<file path="src/rtl/mattr_pkg.sv">
package mattr_pkg;

    parameter int unsigned ADDR_W   = 32;
    parameter int unsigned N_REGION = 2;
    parameter int unsigned GRAN_LSB = 17;

    localparam int unsigned WORD_W  = 32;
    localparam int unsigned CFG_W   = WORD_W * N_REGION;
    localparam int unsigned FIELD_W = ADDR_W - GRAN_LSB;

    typedef enum logic [1:0] {
        ATTR_DEFAULT = 2'b00,
        ATTR_UC      = 2'b01,
        ATTR_WC      = 2'b10
    } attr_e;

    typedef enum logic {
        CM_IDLE  = 1'b0,
        CM_FLUSH = 1'b1
    } commit_e;

    // one region half: base in [31:17], mask in [16:2], kind in [1:0]
    typedef struct packed {
        logic [FIELD_W-1:0] base;
        logic [FIELD_W-1:0] mask;
        logic [1:0]         kind;
    } region_t;

    function automatic attr_e kind_to_attr(input logic [1:0] kind);
        if (kind[1])      return ATTR_WC;
        else if (kind[0]) return ATTR_UC;
        else              return ATTR_DEFAULT;
    endfunction

endpackage

</file>
<file path="src/rtl/mattr_region_match.sv">
module mattr_region_match
    import mattr_pkg::*;
#(
    parameter int unsigned AW = ADDR_W,
    parameter int unsigned FW = FIELD_W
) (
    input  region_t         rgn,
    input  logic [FW-1:0]   addr_hi,
    output attr_e           hit_attr
);

    logic enabled;
    logic hit;

    always_comb begin
        enabled  = (rgn.kind != 2'b00);
        hit      = enabled && ((addr_hi & rgn.mask) == (rgn.base & rgn.mask));
        hit_attr = hit ? kind_to_attr(rgn.kind) : ATTR_DEFAULT;
    end

endmodule

</file>
<file path="src/rtl/mattr_cfg_commit.sv">
module mattr_cfg_commit
    import mattr_pkg::*;
#(
    parameter int unsigned CW = CFG_W
) (
    input  logic          clk,
    input  logic          rst,
    input  logic          wr_valid,
    input  logic [CW-1:0] wr_data,
    output logic          wr_ready,
    output logic          flush_req,
    input  logic          flush_ack,
    output logic [CW-1:0] cfg_q
);

    commit_e       st_q;
    logic [CW-1:0] pend_q;

    always_ff @(posedge clk) begin
        if (rst) begin
            st_q   <= CM_IDLE;
            pend_q <= '0;
            cfg_q  <= '0;
        end else begin
            case (st_q)
                CM_IDLE: begin
                    if (wr_valid) begin
                        pend_q <= wr_data;
                        st_q   <= CM_FLUSH;
                    end
                end
                CM_FLUSH: begin
                    if (flush_ack) begin
                        cfg_q <= pend_q;
                        st_q  <= CM_IDLE;
                    end
                end
                default: st_q <= CM_IDLE;
            endcase
        end
    end

    assign wr_ready  = (st_q == CM_IDLE);
    assign flush_req = (st_q == CM_FLUSH);

    // reset clears the committed word and any pending flush
    p_reset_clear_r1: assert property (@(posedge clk)
        rst |=> (cfg_q == '0 && !flush_req && wr_ready));

    // port is busy while the flush is outstanding
    p_busy_in_flush_r6: assert property (@(posedge clk) disable iff (rst)
        flush_req |-> !wr_ready);

    p_accept_flush_r6: assert property (@(posedge clk) disable iff (rst)
        (wr_valid && wr_ready) |=> flush_req);

    p_req_held_r6: assert property (@(posedge clk) disable iff (rst)
        (flush_req && !flush_ack) |=> flush_req);

    // acknowledge closes the handshake
    p_ack_closes_r7: assert property (@(posedge clk) disable iff (rst)
        (flush_req && flush_ack) |=> (wr_ready && !flush_req));

    // nothing but an answered flush moves the committed word
    p_cfg_hold_r8: assert property (@(posedge clk) disable iff (rst)
        !(flush_req && flush_ack) |=> $stable(cfg_q));

endmodule

</file>
<file path="src/rtl/mattr_lookup_stage.sv">
module mattr_lookup_stage
    import mattr_pkg::*;
#(
    parameter int unsigned AW = ADDR_W,
    parameter int unsigned NR = N_REGION,
    parameter int unsigned GL = GRAN_LSB
) (
    input  logic             clk,
    input  logic             rst,
    input  logic [NR*32-1:0] cfg,
    input  logic             lk_valid,
    input  logic [AW-1:0]    lk_addr,
    output logic             res_valid,
    output attr_e            res_attr
);

    localparam int unsigned FW = AW - GL;

    logic [FW-1:0] addr_hi;
    logic          unused_lo;
    attr_e         hit_attr [NR];
    attr_e         merged;

    assign addr_hi   = lk_addr[AW-1:GL];
    assign unused_lo = ^lk_addr[GL-1:0];

    for (genvar g = 0; g < NR; g++) begin : g_region
        mattr_region_match #(.AW(AW), .FW(FW)) u_match (
            .rgn      (region_t'(cfg[g*32 +: 32])),
            .addr_hi  (addr_hi),
            .hit_attr (hit_attr[g])
        );
    end

    always_comb begin
        logic any_uc;
        logic any_wc;
        any_uc = 1'b0;
        any_wc = 1'b0;
        for (int i = 0; i < NR; i++) begin
            if (hit_attr[i] == ATTR_UC) any_uc = 1'b1;
            if (hit_attr[i] == ATTR_WC) any_wc = 1'b1;
        end
        if (any_uc)      merged = ATTR_UC;
        else if (any_wc) merged = ATTR_WC;
        else             merged = ATTR_DEFAULT;
    end

    always_ff @(posedge clk) begin
        if (rst) begin
            res_valid <= 1'b0;
            res_attr  <= ATTR_DEFAULT;
        end else begin
            res_valid <= lk_valid;
            if (lk_valid) res_attr <= merged;
        end
    end

    // one cycle of latency, no spurious results
    p_latency_r9: assert property (@(posedge clk) disable iff (rst)
        lk_valid |=> res_valid);

    p_no_spurious_r9: assert property (@(posedge clk) disable iff (rst)
        !lk_valid |=> !res_valid);

    // only the three legal codes ever leave the block
    p_legal_code_r5: assert property (@(posedge clk) disable iff (rst)
        res_valid |-> (res_attr != 2'b11));

    // an all-zero configuration matches nothing
    p_all_off_r4: assert property (@(posedge clk) disable iff (rst)
        (lk_valid && cfg == '0) |=> (res_attr == ATTR_DEFAULT));

endmodule

</file>
<file path="src/rtl/mem_attr_matcher.sv">
module mem_attr_matcher
    import mattr_pkg::*;
#(
    parameter int unsigned AW = ADDR_W,
    parameter int unsigned NR = N_REGION
) (
    input  logic             clk,
    input  logic             rst,
    input  logic             wr_valid,
    input  logic [NR*32-1:0] wr_data,
    output logic             wr_ready,
    output logic             flush_req,
    input  logic             flush_ack,
    output logic [NR*32-1:0] cfg_rdata,
    input  logic             lk_valid,
    input  logic [AW-1:0]    lk_addr,
    output logic             res_valid,
    output logic [1:0]       res_attr
);

    localparam int unsigned CW = NR * 32;

    logic [CW-1:0] cfg_q;
    attr_e         attr_w;

    mattr_cfg_commit #(.CW(CW)) u_commit (
        .clk       (clk),
        .rst       (rst),
        .wr_valid  (wr_valid),
        .wr_data   (wr_data),
        .wr_ready  (wr_ready),
        .flush_req (flush_req),
        .flush_ack (flush_ack),
        .cfg_q     (cfg_q)
    );

    mattr_lookup_stage #(.AW(AW), .NR(NR), .GL(GRAN_LSB)) u_lookup (
        .clk       (clk),
        .rst       (rst),
        .cfg       (cfg_q),
        .lk_valid  (lk_valid),
        .lk_addr   (lk_addr),
        .res_valid (res_valid),
        .res_attr  (attr_w)
    );

    assign cfg_rdata = cfg_q;
    assign res_attr  = attr_w;

endmodule

</file>
<file path="config.mk">
export PLATFORM = sky130hd
export DESIGN_NAME = mem_attr_matcher
export DESIGN_NICKNAME = d
export VERILOG_FILES = /design/src/rtl/mattr_pkg.sv /design/src/rtl/mattr_region_match.sv /design/src/rtl/mattr_cfg_commit.sv /design/src/rtl/mattr_lookup_stage.sv /design/src/rtl/mem_attr_matcher.sv
export SDC_FILE = /design/constraint.sdc
export NUM_CORES = 1
export LEC_CHECK = 0
export BUFFER_PORTS_ARGS = -buffer_cell sky130_fd_sc_hd__buf_2
export CELL_PAD_IN_SITES_DETAIL_PLACEMENT = 0
export CELL_PAD_IN_SITES_GLOBAL_PLACEMENT = 1
export CORE_MARGIN = 1.5
export CORE_UTILIZATION = 32
export DETAILED_ROUTE_END_ITERATION = 10
export GPL_TIMING_DRIVEN = 0
export HOLD_SLACK_MARGIN = 0.1
export PLACE_DENSITY = 0.8
export SYNTH_ARGS = -nofsm -noshare
export SYNTH_HDL_FRONTEND = slang
export SYNTH_SLANG_ARGS = --single-unit
</file>
<file path="constraint.sdc">
create_clock -name clk -period 1.4 [get_ports clk]
set_clock_uncertainty 0.05 [all_clocks]
set_input_delay 0.28 -clock clk [delete_from_list [all_inputs] [get_ports clk]]
set_output_delay 0.28 -clock clk [all_outputs]
set_load 0.02 [all_outputs]
</file>
==> results.toml, run 1 <==
[pwr]
p_int_mw = 6.986
p_comb_share_pct = 10.1
irDropWorstVdd_mv = 0.8721
seq_power_share_pct = 43.4
p_per_area_nw_per_um2 = 1269
switching_share_pct = 24.10
power.switching_mw = 2.218
p_clk_share_pct = 46.5
p_leak_nw = 3.149

[sta]
maxSlewViolCount = 0
fmax_mhz = 614.5
period_needed_ps = 1627
fin_ws_ps = -227.3
finalCritPeriodShare_pct = 116.2
setup_tns_ps = -368.2
setup_violations = 2
rsz0062_at_grt = "true"
worst_pin_slew_ps = 557.1
max_slew_margin_pct = 62.86
hold_viol = 0

[logic_synthesis]
syn-num-nets = 724
ys_warn_count = 0
netlist_instances = 623
synth_cell_types = 21
ys_seq_area_share_pct = 53.58
synth_seq_cells = 132
synthesis.area_um2 = 4932
syn_area_per_cell_um2 = 7.917

[grt]
grtUsageMet2_pct = 32.45
antenna_found_initial = 0
track_usage_pct = 20.45
grt_use_met3_pct = 5.109
grt_max_degree = 17
top_usage_layer = "met2"
grtUsageMet1_pct = 27.53
grt_pass1_wl_um = 24670
grt_pass1_vias = 4535
grt_overflow = 0

[setup_path]
start_kind = "flop"
rrSetupSlack_ps = -230
cp_slowest_cell = "dfxtp_4"
crit_end = "u_lookup.res_attr[1]$_SDFFE_PP0P_"
critical_path.most_common_cell = "a221oi_2"
critPathBufInv = 0
cpLargestDelayFamily = "compound AO/OA/AOI/OAI gates"
crit_path_cell_trace = "xor2_2, a22o_1, a221oi_2, and4_4, a221oi_2, a31o_1"
r2r-start = "u_commit.cfg_q[61]$_SDFFE_PP0P_"
reg2reg_to = "u_lookup.res_attr[1]$_SDFFE_PP0P_"
reg2reg_depth = 6
cp-startpoint = "u_commit.cfg_q[61]$_SDFFE_PP0P_"
crit_fanout = 2
path_class = "flop to flop"
cp.required_ps = 1650
worst-path-stages = 6
end_kind = "flop"
arrival_ps = 1880
critPathMaxStageDelay_ps = 350

[clocking]
clockRootBuffer = "clkbuf_16"
htree_levels = 4
cts.sinks = 132
cts_made_buffers = 17
clkTransAtPathRegs_ps = 50
cts_buffer_depth = 2
clock_latency_ps = 420
cts_tree = "built"

[finish]
design_area_um2 = 7254
instances_no_fill = 1058
fin_nets = 959
fin_util_pct = 47.90
areaGrowthSynthToFinish_pct = 47.08
final_cell_mix = "nand2_1, buf_2, a21oi_1"
drive_gt1_share_pct = 27.01
final_common_cell = "nand2_1"
antenna_cells = 0

[status]
status = "finished, violations left"
violations = "setup timing"

[floorplanning]
core-area_um2 = 15150
io_pins = 170
die_area_um2 = 16170
rows = 45
die_x_um = 127.2
initial_core_util_pct = 32.57
die_h_um = 127.2

[run]
cap_violations = 0

[placed_design]
place_area_um2 = 5954
gp_congestion = 0.8316
dp_cells = 962
portBuffers = 151
dp_hpwl_um = 11950
place_ws_ps = -466.9

[drt]
drt_iter0_markers = 383
viasPerCell = 4.664
vias = 4935
wire_per_inst_um = 15.31
ant_nets = 0
firstDrtPassIters = 6
drt-total-wl_um = 16200
drcViolationCount = 0

[hold_path]
hp-class = "primary input to flop"
-- worst min-delay path by stage --
| stage | startpoint | end | slack, ps | depth (start not counted) |
|---|---|---|---|---|
| global placement | u_commit.pend_q[61]$_SDFFE_PP0P_ | u_commit.cfg_q[61]$_SDFFE_PP0P_ | 380 | 2 |
| floorplan | wr_data[0] | u_commit.pend_q[0]$_SDFFE_PP0P_ | 370 | 2 |
| finish | lk_valid | u_lookup.res_valid$_SDFF_PP0_ | 150 | 3 |
| global route | wr_valid | u_commit.flush_req$_SDFF_PP0_ | 150 | 3 |
| detailed placement | u_commit.pend_q[54]$_SDFFE_PP0P_ | u_commit.cfg_q[54]$_SDFFE_PP0P_ | 390 | 2 |
| CTS | wr_valid | u_commit.flush_req$_SDFF_PP0_ | 120 | 3 |
-- synth_stat cells --
| master | count | area share, % |
|---|---|---|
| a21oi_1 | 128 | 13 |
| a221oi_2 | 4 | 1.2 |
| a222oi_1 | 2 | 0.41 |
| a22o_1 | 4 | 0.71 |
| a22oi_1 | 6 | 0.91 |
| a31o_1 | 1 | 0.18 |
| and2_1 | 1 | 0.13 |
| and3_1 | 1 | 0.13 |
| and4_1 | 1 | 0.18 |
| buf_1 | 8 | 0.61 |
| buf_2 | 6 | 0.61 |
| clkbuf_1 | 27 | 2.1 |
| dfxtp_1 | 132 | 54 |
| inv_1 | 3 | 0.23 |
| nand2_1 | 258 | 20 |
| nand3_1 | 1 | 0.10 |
| nand4_1 | 1 | 0.13 |
| nor2_1 | 4 | 0.30 |
| nor2b_1 | 3 | 0.38 |
| nor3_1 | 2 | 0.20 |
| xor2_1 | 30 | 5.3 |
-- repair_timing --
item,4_1_cts,5_1_grt
hold buffers,64,0
resized for setup,21,31
buffers inserted,1,0
setup endpoints to repair,131,76
pin swaps,2,0
endpoints found under the hold margin,64,0
-- flip-flops by register name, summed over array words and instances (netlist names) --
name,flops
u_commit.cfg_q,64
u_commit.pend_q,64
u_lookup.res_attr,2
u_commit.flush_req,1
u_lookup.res_valid,1
-- power groups by stage --
stage	Sequential [mW]	Combinational, mW	Clock [mW]
3_3_place_gp	4.07	0.760	0
3_5_place_dp	4.08	0.764	0
6_report	4.00	0.926	4.28
4_1_cts	4.00	0.918	4.35
2_1_floorplan	4.09	0.396	0
5_1_grt	4.01	1.02	4.52
-- metrics by stage --
step	hold WS [ps]	power, mW
after floorplan	366.0	4.485
after global placement	382.8	4.834
after detailed placement	386.6	4.840
after CTS	121.0	9.268
after global routing	146.3	9.555
final	148.8	9.204
-- metal layers --
metal | share of wire, % | vias up
met5 | 0 | -
met4 | 0.31 | 0
met3 | 5.7 | 6
met2 | 46 | 140
met1 | 48 | 2281
li1 | - | 2508
-- logic make-up after synthesis --
group / after synthesis / share of synthesized area [%]
buffers and inverters: 44 / 3.501
flip-flops: 132 / 53.58
AND/OR/NAND/NOR: 272 / 21.18
XOR/XNOR: 30 / 5.327
AO/OA/AOI/OAI: 145 / 16.41
-- worst register-to-register path, cell delays in order (launching register included) --
cell and delay (ps):
dfxtp_4 350, xor2_2 150, a22o_1 230, a221oi_2 210
and4_4 280, a221oi_2 70, a31o_1 180
-- area by class of cell --
class	count	area [um^2]
Buffer	41	214.0
Clock inverter	11	110.1
Clock buffer	20	456.7
Fill cell	1528	7891
Multi-Input combinational cell	447	2140
Tap cell	188	235.2
Inverter	3	11.26
Sequential cell	132	2674
Timing Repair Buffer	216	1414
(Power assumes the default switching activity.)
==> run 2: changes to the inputs <==
--- a/config.mk
+++ b/config.mk
@@ -14,6 +14,7 @@
 export GPL_TIMING_DRIVEN = 0
 export HOLD_SLACK_MARGIN = 0.1
 export PLACE_DENSITY = 0.8
+export SKIP_LAST_GASP = 1
 export SYNTH_ARGS = -nofsm -noshare
 export SYNTH_HDL_FRONTEND = slang
 export SYNTH_SLANG_ARGS = --single-unit
==> run 2 against run 1 <==
Compared with the run above: largest power group unchanged; worst setup slack lost 1.6 ps; via count is essentially flat; clock power is essentially flat; die area is the same; non-clock buffer count is the same; cell count is the same; global-route usage is the same; the run still ends with setup timing left; clock-buffer cell count is the same; hold slack is essentially flat; sequential cell count is the same; sequential power is essentially flat.
==> results.toml, run 2 (same netlist as run 1, synthesis figures left out) <==
[drt]
wire_per_inst_um = 15.32
firstDrtPassIters = 5
drt_iter0_markers = 395
viasPerCell = 4.665
drt-total-wl_um = 16210
drcViolationCount = 0
vias = 4936
ant_nets = 0

[sta]
finalCritPeriodShare_pct = 116.3
max_slew_margin_pct = 64.01
worst_pin_slew_ps = 539.9
fmax_mhz = 613.9
whs_ps = 148.9
setup_violations = 2
hold_viol = 0
rsz0062_at_grt = "true"
period_needed_ps = 1629
setup_tns_ps = -372.3
fin_ws_ps = -228.8
maxSlewViolCount = 0

[clocking]
cts_buffer_depth = 2
cts_tree = "built"
cts_made_buffers = 17
clockRootBuffer = "clkbuf_16"
clkTransAtPathRegs_ps = 50
cts.sinks = 132
clock_latency_ps = 420
htree_levels = 4

[finish]
fin_nets = 959
instances_no_fill = 1058
antenna_cells = 0
final_common_cell = "nand2_1"
fin_util_pct = 47.90
areaGrowthSynthToFinish_pct = 47.08
drive_gt1_share_pct = 27.01
final_cell_mix = "nand2_1, buf_2, a21oi_1"
design_area_um2 = 7254
largestRegisters = "u_commit.cfg_q: 64 flops, u_commit.pend_q: 64 flops, u_lookup.res_attr: 2 flops"

[setup_path]
cp.required_ps = 1650
path_class = "flop to flop"
start_kind = "flop"
arrival_ps = 1880
end_kind = "flop"
crit_fanout = 2

[grt]
grt_pass1_vias = 4535
grt_max_degree = 17
antenna_found_initial = 0
grt_pass1_wl_um = 24670
grt_overflow = 0
track_usage_pct = 20.45

[placed_design]
dp_hpwl_um = 11950
gp_congestion = 0.8316
portBuffers = 151
dp_cells = 962
place_area_um2 = 5954

[pwr]
p_per_area_nw_per_um2 = 1268
irDropWorstVdd_mv = 0.8713
p_leak_nw = 3.150

[run]
cap_violations = 0

[floorplanning]
initial_core_util_pct = 32.57
rows = 45
die_x_um = 127.2
core-area_um2 = 15150
die_h_um = 127.2
die_area_um2 = 16170
io_pins = 170

[hold_path]
hp-class = "primary input to flop"

[status]
status = "finished, violations left"
violations = "setup timing"
## run 2: final cells by class
class / instances / area [um^2]
multi-input cells: 447 / 2140
repair buffers: 216 / 1414
well taps: 188 / 235.2
clock inverters: 11 / 110.1
fillers: 1528 / 7891
flip-flops and latches: 132 / 2674
plain buffers: 41 / 214.0
clock buffers: 20 / 456.7
inverters: 3 / 11.26
## run 2: final timing paths
kind                                     from                           endpoint  slack [ps]  cells after the start
max reg2reg   u_commit.cfg_q[61]$_SDFFE_PP0P_  u_lookup.res_attr[1]$_SDFFE_PP0P_        -230                      6
min                                  lk_valid      u_lookup.res_valid$_SDFF_PP0_         150                      3
min reg2reg  u_commit.pend_q[61]$_SDFFE_PP0P_    u_commit.cfg_q[61]$_SDFFE_PP0P_         390                      2
max           u_commit.cfg_q[61]$_SDFFE_PP0P_  u_lookup.res_attr[1]$_SDFFE_PP0P_        -230                      6
## run 2: report_power, final
group	total [mW]	internal (mW)	leakage [nW]	switching, mW
clock	4.28	2.68	0.281	1.60
combinational	0.925	0.408	1.78	0.518
sequential	4.00	3.90	1.08	0.0964
total	9.20	6.99	3.15	2.21
## run 2: per-stage QoR
stage	power, mW	setup WS, ps
2_1_floorplan	4.485	-70.67
3_3_place_gp	4.834	-392.9
3_5_place_dp	4.840	-466.9
4_1_cts	9.268	-228.5
5_1_grt	9.555	-279.3
6_report	9.201	-228.8
## run 2: worst max-delay path: stages, from the launching register on
cell and delay, ps:
dfxtp_4 350, xor2_2 150, a22o_1 230, a221oi_2 210, and4_4 280, a221oi_2 70, a31o_1 180
## run 2: routing by layer
metal	track usage, %	up-vias	routed length [um]
li1	-	2504	-
met1	27.53	2294	7753
met2	32.45	134	7503
met3	5.109	4	880
met4	6.217	0	71
met5	0	-	0
## run 2: timing repair
| item | in CTS | in global routing |
|---|---|---|
| buffers inserted | 1 | 0 |
| hold buffers | 64 | 0 |
| gates cloned | 0 | 0 |
| endpoints found under the setup margin | 131 | 76 |
| gates resized for setup | 20 | 34 |
| pin swaps | 2 | 0 |
| endpoints found under the hold margin | 64 | 0 |
==> run 3: changes to the inputs <==
--- a/config.mk
+++ b/config.mk
@@ -8,7 +8,7 @@
 export BUFFER_PORTS_ARGS = -buffer_cell sky130_fd_sc_hd__buf_2
 export CELL_PAD_IN_SITES_DETAIL_PLACEMENT = 0
 export CELL_PAD_IN_SITES_GLOBAL_PLACEMENT = 1
-export CORE_MARGIN = 1.5
+export CORE_MARGIN = 2
 export CORE_UTILIZATION = 32
 export DETAILED_ROUTE_END_ITERATION = 10
 export GPL_TIMING_DRIVEN = 0
==> run 3 against run 2 <==
Compared with the run above: the flow still finishes with violations (setup timing); sequential cell count is the same; combinational power down 0.4%; sequential share of layout area down 0.12 points; critical endpoint unchanged; largest power group unchanged; first-iteration DRC count is 39% lower; clock power down 2%; power shrank 1.1%; hold slack worse by 19 ps; clock-buffer cell count increased by 7; highest routed layer unchanged; die area is 1.6% higher; sequential power about the same.
==> results.toml, run 3 (same netlist as run 1, synthesis figures left out) <==
[finish]
final_common_cell = "nand2_1"
largestRegisters = "u_commit.cfg_q: 64 flops, u_commit.pend_q: 64 flops, u_lookup.res_attr: 2 flops"
fin_nets = 960
drive_gt1_share_pct = 26.52
areaGrowthSynthToFinish_pct = 47.49
instances_no_fill = 1059
seqCellArea_um2 = 2673
final_cell_mix = "nand2_1, buf_2, a21oi_1"
antenna_cells = 0
multi_input_area_um2 = 2160
nFillCells = 1548
design_area_um2 = 7274

[setup_path]
end_kind = "flop"
crit_path_cell_trace = "xor2_2, a22o_1, a221oi_2, and4_1, a221oi_2, a31o_1"
critPathBufInv = 0
path_class = "flop to flop"
arrival_ps = 1860
critPathMaxStageDelay_ps = 360
rrSetupSlack_ps = -200
cpLargestDelayFamily = "compound AO/OA/AOI/OAI gates"
cp_slowest_cell = "dfxtp_4"
start_kind = "flop"
crit_fanout = 2
critical_path.most_common_cell = "a221oi_2"
cp.required_ps = 1650

[placed_design]
dp_hpwl_um = 12130
gp_congestion = 0.8475
dp_cells = 962
place_area_um2 = 5954
portBuffers = 151

[floorplanning]
initial_core_util_pct = 32.57
io_pins = 170
core-area_um2 = 15150
die_h_um = 128.2
rows = 45
die_area_um2 = 16420
die_x_um = 128.2

[drt]
firstDrtPassIters = 4
viasPerCell = 4.651
drcViolationCount = 0
wire_per_inst_um = 15.18
vias = 4925
drt-total-wl_um = 16080
ant_nets = 0
drt_iter0_markers = 239

[sta]
hold_viol = 0
maxSlewViolCount = 0
fmax_mhz = 623.6
fin_ws_ps = -203.6
setup_violations = 2
whs_ps = 129.5
period_needed_ps = 1604
worst_pin_slew_ps = 511.4
finalCritPeriodShare_pct = 114.5
max_slew_margin_pct = 65.90
rsz0062_at_grt = "true"

[grt]
grt_overflow = 0
grt_pass1_wl_um = 24310
grt_max_degree = 17
grt_pass1_vias = 4660
track_usage_pct = 19.85
antenna_found_initial = 0

[pwr]
p_leak_nw = 3.152
irDropWorstVdd_mv = 0.8716
p_per_area_nw_per_um2 = 1251

[clocking]
htree_levels = 4
clkTransAtPathRegs_ps = 50
cts.sinks = 132
clock_latency_ps = 420
cts_made_buffers = 17
clockRootBuffer = "clkbuf_16"
cts_buffer_depth = 2
cts_tree = "built"

[status]
status = "finished, violations left"
violations = "setup timing"

[run]
cap_violations = 0

[hold_path]
hp-class = "primary input to flop"
-- run 3: changes by cell type in the layout (fill, tap and decap cells not counted), sizes merged --
cell,previous run,this run
buf,161,165
clkbuf,52,56
clkinv,7,3
clkinvlp,2,0
bufinv,2,1
-- run 3: layout make-up --
class                   count  share of cell area, %
flip-flops and latches    132                  36.74
multi-input cells         447                  29.69
repair buffers            217                  19.52
clock buffers              27                  7.052
well taps                 188                  3.234
plain buffers              41                  2.993
clock inverters             4                 0.6192
inverters                   3                 0.1548
-- run 3: what timing repair did --
item	in CTS	in global routing
resized for setup	23	25
hold buffers	64	0
gates cloned	0	0
endpoints found under the setup margin	128	97
pin swaps	1	6
endpoints found under the hold margin	64	0
buffers inserted	1	1
-- run 3: per-layer routing --
metal	track usage, %	vias to the layer above	wire length, um
li1	-	2512	-
met1	26.14	2242	7720
met2	32.09	155	7301
met3	4.716	16	877
met4	6.593	0	180
met5	0	-	0
-- run 3: tightest hold or removal path: stages --
cell and delay (ps):
buf_2 120, nor2_1 100, nor3_1 50
-- run 3: metrics by stage --
step | power, mW | setup TNS (ps) | setup slack (ps) | utilization [%]
4_1_cts | 9.159 | -348.9 | -211.2 | 47.60
3_3_place_gp | 4.830 | -38600 | -366.4 | 39.31
6_report | 9.102 | -359.1 | -203.6 | 48.03
3_5_place_dp | 4.838 | -41300 | -397.8 | 39.31
2_1_floorplan | 4.485 | -100.8 | -70.67 | -
5_1_grt | 9.449 | -500.1 | -262.4 | 48.03
-- run 3: path summary, 6_finish.rpt --
kind,start,depth (start not counted),to
min reg2reg,u_commit.pend_q[41]$_SDFFE_PP0P_,2,u_commit.cfg_q[41]$_SDFFE_PP0P_
max reg2reg,u_commit.cfg_q[54]$_SDFFE_PP0P_,6,u_lookup.res_attr[1]$_SDFFE_PP0P_
min,lk_valid,3,u_lookup.res_attr[0]$_SDFFE_PP0P_
max,u_commit.cfg_q[54]$_SDFFE_PP0P_,6,u_lookup.res_attr[1]$_SDFFE_PP0P_
-- run 3: where the power goes --
group	internal [mW]	switching [mW]	total (mW)
Clock	2.66	1.52	4.18
Combinational	0.409	0.512	0.921
Sequential	3.90	0.0965	4.00
